**src/rtl/fma_nan_pkg.sv**
```systemverilog
package fma_nan_pkg;

  typedef enum logic [1:0] {
    PICK_A    = 2'd0,
    PICK_B    = 2'd1,
    PICK_C    = 2'd2,
    PICK_DFLT = 2'd3
  } pick_e;

  typedef enum logic [1:0] {
    POL_CFIRST = 2'd0,
    POL_SNAN_ABC = 2'd1,
    POL_ACB    = 2'd2,
    POL_ABC    = 2'd3
  } policy_e;

  typedef struct packed {
    logic qnan;
    logic snan;
  } nan_cls_t;

  localparam int unsigned NUM_OPS = 3;

endpackage

```
**src/rtl/fma_nan_classify.sv**
```systemverilog
module fma_nan_classify
  import fma_nan_pkg::*;
#(
  parameter int unsigned EXP_W  = 8,
  parameter int unsigned FRAC_W = 23,
  localparam int unsigned WORD_W = 1 + EXP_W + FRAC_W
) (
  input  logic [WORD_W-1:0] op_i,
  output nan_cls_t          cls_o
);

  logic exp_max;
  logic quiet_bit;
  logic low_payload;

  assign exp_max     = &op_i[WORD_W-2:FRAC_W];
  assign quiet_bit   = op_i[FRAC_W-1];
  assign low_payload = |op_i[FRAC_W-2:0];

  always_comb begin
    cls_o.qnan = exp_max & quiet_bit;
    cls_o.snan = exp_max & ~quiet_bit & low_payload;
  end

endmodule

```
**src/rtl/fma_nan_prio.sv**
```systemverilog
module fma_nan_prio
  import fma_nan_pkg::*;
(
  input  nan_cls_t   a_cls_i,
  input  nan_cls_t   b_cls_i,
  input  nan_cls_t   c_cls_i,
  input  logic       infzero_i,
  input  logic [1:0] policy_i,
  output pick_e      pick_o,
  output logic       iz_invalid_o
);

  logic a_any, b_any, c_any;

  assign a_any = a_cls_i.qnan | a_cls_i.snan;
  assign b_any = b_cls_i.qnan | b_cls_i.snan;
  assign c_any = c_cls_i.qnan | c_cls_i.snan;

  always_comb begin
    pick_o       = PICK_B;
    iz_invalid_o = 1'b0;
    unique case (policy_e'(policy_i))
      POL_CFIRST: begin
        if (infzero_i && c_cls_i.qnan) begin
          iz_invalid_o = 1'b1;
          pick_o       = PICK_DFLT;
        end else if (c_cls_i.snan) pick_o = PICK_C;
        else if (a_cls_i.snan)     pick_o = PICK_A;
        else if (b_cls_i.snan)     pick_o = PICK_B;
        else if (c_cls_i.qnan)     pick_o = PICK_C;
        else if (a_cls_i.qnan)     pick_o = PICK_A;
        else                       pick_o = PICK_B;
      end
      POL_SNAN_ABC: begin
        if (infzero_i) begin
          iz_invalid_o = 1'b1;
          pick_o       = PICK_DFLT;
        end else if (a_cls_i.snan) pick_o = PICK_A;
        else if (b_cls_i.snan)     pick_o = PICK_B;
        else if (c_cls_i.snan)     pick_o = PICK_C;
        else if (a_cls_i.qnan)     pick_o = PICK_A;
        else if (b_cls_i.qnan)     pick_o = PICK_B;
        else                       pick_o = PICK_C;
      end
      POL_ACB: begin
        if (infzero_i) begin
          iz_invalid_o = 1'b1;
          pick_o       = PICK_C;
        end else if (a_any) pick_o = PICK_A;
        else if (c_any)     pick_o = PICK_C;
        else                pick_o = PICK_B;
      end
      default: begin
        if (a_any)      pick_o = PICK_A;
        else if (b_any) pick_o = PICK_B;
        else            pick_o = PICK_C;
      end
    endcase
  end

endmodule

```
**src/rtl/fma_nan_quiet.sv**
```systemverilog
module fma_nan_quiet
  import fma_nan_pkg::*;
#(
  parameter int unsigned EXP_W  = 8,
  parameter int unsigned FRAC_W = 23,
  localparam int unsigned WORD_W = 1 + EXP_W + FRAC_W
) (
  input  logic [WORD_W-1:0] op_i,
  input  nan_cls_t          cls_i,
  output logic [WORD_W-1:0] op_o
);

  localparam logic [WORD_W-1:0] QUIET_MASK = WORD_W'(1) << (FRAC_W - 1);

  assign op_o = cls_i.snan ? (op_i | QUIET_MASK) : op_i;

endmodule

```
**src/rtl/fma_nan_sel.sv**
```systemverilog
module fma_nan_sel
  import fma_nan_pkg::*;
#(
  parameter int unsigned EXP_W  = 8,
  parameter int unsigned FRAC_W = 23,
  localparam int unsigned WORD_W = 1 + EXP_W + FRAC_W
) (
  input  logic              clk_i,
  input  logic              rst_ni,
  input  logic              valid_i,
  input  logic [WORD_W-1:0] a_i,
  input  logic [WORD_W-1:0] b_i,
  input  logic [WORD_W-1:0] c_i,
  input  logic              infzero_i,
  input  logic [1:0]        policy_i,
  input  logic              dnan_mode_i,
  output logic              valid_o,
  output logic [1:0]        sel_o,
  output logic [WORD_W-1:0] result_o,
  output logic              invalid_o
);

  localparam logic [WORD_W-1:0] DEFAULT_NAN =
    {1'b0, {EXP_W{1'b1}}, 1'b1, {(FRAC_W-1){1'b0}}};

  logic [WORD_W-1:0] ops       [NUM_OPS];
  logic [WORD_W-1:0] quiet_ops [NUM_OPS];
  nan_cls_t          cls       [NUM_OPS];

  assign ops[0] = a_i;
  assign ops[1] = b_i;
  assign ops[2] = c_i;

  for (genvar i = 0; i < NUM_OPS; i++) begin : g_op
    fma_nan_classify #(.EXP_W(EXP_W), .FRAC_W(FRAC_W)) u_cls (
      .op_i  (ops[i]),
      .cls_o (cls[i])
    );
    fma_nan_quiet #(.EXP_W(EXP_W), .FRAC_W(FRAC_W)) u_quiet (
      .op_i  (ops[i]),
      .cls_i (cls[i]),
      .op_o  (quiet_ops[i])
    );
  end

  pick_e pick;
  logic  iz_invalid;

  fma_nan_prio u_prio (
    .a_cls_i      (cls[0]),
    .b_cls_i      (cls[1]),
    .c_cls_i      (cls[2]),
    .infzero_i    (infzero_i),
    .policy_i     (policy_i),
    .pick_o       (pick),
    .iz_invalid_o (iz_invalid)
  );

  logic [WORD_W-1:0] result_d;
  logic              invalid_d;

  // default-mode override sits after the pick so flags still reflect operands
  always_comb begin
    unique case (pick)
      PICK_A:  result_d = quiet_ops[0];
      PICK_B:  result_d = quiet_ops[1];
      PICK_C:  result_d = quiet_ops[2];
      default: result_d = DEFAULT_NAN;
    endcase
    if (dnan_mode_i) result_d = DEFAULT_NAN;
    invalid_d = cls[0].snan | cls[1].snan | cls[2].snan | iz_invalid;
  end

  always_ff @(posedge clk_i or negedge rst_ni) begin
    if (!rst_ni) begin
      valid_o   <= 1'b0;
      sel_o     <= 2'd0;
      result_o  <= '0;
      invalid_o <= 1'b0;
    end else begin
      valid_o <= valid_i;
      if (valid_i) begin
        sel_o     <= pick;
        result_o  <= result_d;
        invalid_o <= invalid_d;
      end
    end
  end

endmodule

```
**config.mk**
```make
export PLATFORM = sky130hd
export DESIGN_NAME = fma_nan_sel
export DESIGN_NICKNAME = d
export VERILOG_FILES = /design/src/rtl/fma_nan_pkg.sv /design/src/rtl/fma_nan_classify.sv /design/src/rtl/fma_nan_prio.sv /design/src/rtl/fma_nan_quiet.sv /design/src/rtl/fma_nan_sel.sv
export SDC_FILE = /design/constraint.sdc
export NUM_CORES = 1
export LEC_CHECK = 0
export BUFFER_PORTS_ARGS = -buffer_cell sky130_fd_sc_hd__buf_4
export CAP_MARGIN = 20
export CORE_AREA = 2 2 75 92
export CTS_CLUSTER_DIAMETER = 150
export CTS_CLUSTER_SIZE = 24
export DETAILED_ROUTE_END_ITERATION = 7
export DIE_AREA = 0 0 77 94
export PLACE_DENSITY_LB_ADDON = 0.08
export SETUP_SLACK_MARGIN = 0.02
export SLEW_MARGIN = 0
export SYNTH_ARGS = -nofsm -noshare
export SYNTH_HDL_FRONTEND = slang
export SYNTH_SLANG_ARGS = --single-unit
```
**constraint.sdc**
```tcl
create_clock -name clk_i -period 0.8 [get_ports clk_i]
set_input_delay 0.16 -clock clk_i [delete_from_list [all_inputs] [get_ports clk_i]]
set_output_delay 0.16 -clock clk_i [all_outputs]
set_load 0.02 [all_outputs]
```
==> flow_summary.toml <==
[synthesis]
synth.avg_cell_area_um2 = 9.31
yosysSeqAreaShare_pct = 36.5
yosys_most_used_dff = "dfrtp_1"
synth_edf_count = 0
synth_seq_cells = 36
synth_area_leaders = "dfrtp_1 (37%), mux2i_1 (13%), a21oi_1 (7.3%)"
syn_inst = 265
ys_types = 46
synth_top_area_share_pct = 36.5
async_flop_share_pct = 100
yosysTopAreaCell = "dfrtp_1"
syn_area_um2 = 2470
yosys-top-cells-count = "a21oi_1 (36), dfrtp_1 (36), mux2i_1 (32)"
synthesis.nets = 372
ys_warn_count = 0

[critical_path]
crit_cells = 11
cp_common_cell = "a21oi_2"
reg2reg_from = "result_o[26]"
cp-end-kind = "flip-flop"
reg2reg_depth = 4
cp_top_family = "compound AO/OA/AOI/OAI gates"
worst-setup-path-type = "input port to flip-flop"
critPathSlowestCell = "o31a_1"
slowest_delay_ps = 410
cp_num_buf_inv = 3
r2r-end = "result_o[26]"
arrival_ps = 2280
path_max_fanout = 6
critPathRequiredTime_ps = 980
start_kind = "input port"
cp_cell_sequence = "buf_6 -> nor4_4 -> nand4_1 -> o31a_1 -> o31ai_4 -> a21oi_2 -> buf_4 -> a31o_4 -> clkbuf_16 -> a21oi_2 -> o21ai_1"
rrSetupSlack_ps = -140

[outcome]
status = "complete, but fails checks"
violations = "negative setup slack"

[die]
core_area_um2 = 6330
die_h_um = 94
core.rowCount = 32
fp.dieW_um = 77
die_area_um2 = 7240
start_util_pct = 39.0
ios = 139

[worst_hold_path]
hold_depth = 3
min_from = "b_i[10]"
worst_hold_path_type = "input port to flip-flop"
hold_end = "result_o[10]"

[sta]
fmax_mhz = 477
slew_viol_final = 0
fin_crit_sh_pct = 262
relSlewSlack_pct = 70.7
finalHoldViolations = 0
fin_crit_ps = 2100
setup_viol = 71
grt_setup_unrepaired = "yes"
finalClockSkew_ps = 0
worst_slack_ps = -1300
tightestPinTransition_ps = 439

[global_route]
grt_antenna_before_repair = 0
gr-usage-all-layers_pct = 26.3
grt_pass1_wl_mm = 15.1
grt.overflow.total = 0
grt_max_degree = 39
grt_pass1_vias = 3161

[clock_network]
cts_root_buf = "clkbuf_8"
cts.sinks = 36
cts_tree = "yes"
htreeDepth = 2
cts_buffer_depth = 2
clkSlewWorstSetupHoldPaths_ps = 70
clock_latency_ps = 290
cts_made_buffers = 5

[power]
p_switching_uw = 2030
p_seq_share_pct = 33.3
clkPwrFrac_pct = 27.6
irDropWorstVdd_v = 0.000906
finalPower_uw = 6550
p_int_uw = 4530
power.leakage_uw = 0.00216
netSwitchingFraction_pct = 30.9
p_per_area_nw_per_um2 = 1370
combPwrFrac_pct = 39.1

[drt]
wl_met1_mm = 3.67
top_layer = "met4"
first_iter_violations = 97
wl_met2_mm = 5.12
wl_met3_um = 527
vias = 3009
routedWlPerCell_um = 17.5
drc = 0
drt_wl_total_mm = 9.61
firstDrtPassIters = 4
viasPerCell = 5.48
antenna_left = 0

[finish]
layout.nets = 570
antennaDiodeCount = 0
layoutNonFillerInstCount = 549
drive_gt1_share_pct = 56.5
area_delta_synth_final_pct = 94.1

[place]
dp_cells = 528
place_congestion = 0.857
post-dp-hpwl_mm = 6.96
numPortBuffers = 138

[run]
drv_cap = 0
## placed cells by master, fill, tap and decap left out, types with 3 or more instances in the layout
| cell type | netlist | routed |
|---|---|---|
| mux2i_1 | 32 | 28 |
| o211ai_1 | 5 | 5 |
| buf_4 | 0 | 141 |
| clkbuf_8 | 0 | 7 |
| nor2_1 | 9 | 9 |
| ha_1 | 4 | 4 |
| and2_1 | 3 | 3 |
| buf_6 | 3 | 54 |
| nand4_1 | 7 | 7 |
| nor4_4 | 0 | 10 |
| nor4_1 | 14 | 3 |
| a21oi_1 | 36 | 13 |
| nand2_1 | 5 | 5 |
| o22ai_1 | 8 | 8 |
| nor2b_1 | 23 | 23 |
| a21oi_2 | 1 | 22 |
| inv_1 | 8 | 8 |
| dfrtp_1 | 36 | 36 |
| mux2i_2 | 0 | 3 |
| buf_12 | 1 | 4 |
| o21ai_1 | 20 | 23 |
## worst max-delay path by stage
stage,slack (ps),startpoint,end
global placement,-1700,a_i[13],result_o[22]
global route,-1400,a_i[1],result_o[16]
CTS,-1320,c_i[4],result_o[16]
floorplan,-1340,a_i[1],result_o[22]
finish,-1300,a_i[13],result_o[10]
detailed placement,-1750,a_i[13],result_o[30]
## cells by family after synthesis
group / Yosys count / share of synthesized area (%)
compound gates: 100 / 26.0
simple gates: 73 / 17.7
flops: 36 / 36.5
mux: 32 / 13.0
buf+inv: 20 / 4.72
fa+ha+maj: 4 / 2.03
## metal layers
layer	track usage (%)	vias up
li1	-	1422
met1	30.3	1450
met2	47.8	113
met3	4.90	24
met4	10.6	0
met5	0	-
## metrics by stage
step / util [%] / hold WS, ps / instance area (um2) / TNS (ps) / setup WS [ps]
floorplan: - / -136 / 2610 / -42060 / -1340
global placement: 64.2 / 126 / 4060 / -57260 / -1700
detailed placement: 64.2 / 127 / 4060 / -57730 / -1750
CTS: 73.0 / 92.8 / 4620 / -50550 / -1320
global route: 75.7 / 106 / 4790 / -54560 / -1400
finish: 75.7 / 105 / 4790 / -49830 / -1300
## power by group through the flow
stage | sequential (uW) | clock (uW) | combinational [uW]
2_1_floorplan | 2420 | 0 | 698
3_3_place_gp | 2170 | 0 | 2100
3_5_place_dp | 2170 | 0 | 2130
4_1_cts | 2180 | 1810 | 2470
5_1_grt | 2210 | 1920 | 2720
6_report | 2180 | 1810 | 2560
## worst min-delay path, stage by stage
cell and delay, ps:
buf_4 100, a21oi_2 50, o21ai_1 60
## timing repair
item,in CTS,in global routing
endpoints found under the setup margin,71,71
hold endpoints to repair,36,0
gates resized for setup,88,17
cloned,0,3
hold buffers,1,0
pin swaps,15,14
buffers inserted,5,4
## sequential cells by signal, summed over array words and instances (netlist names)
name and count:
invalid_o 1, sel_o 2, result_o 32, valid_o 1
## cell type report
| cell class | count | area (um2) |
|---|---|---|
| fillers | 474 | 1540 |
| clock inverters | 1 | 30.0 |
| clock buffers | 7 | 96.3 |
| flip-flops and latches | 36 | 901 |
| inverters | 8 | 30.0 |
| well taps | 85 | 106 |
| multi-input cells | 209 | 1800 |
| repair buffers | 203 | 1820 |
Note: power is estimated with default switching activity, not from simulation.
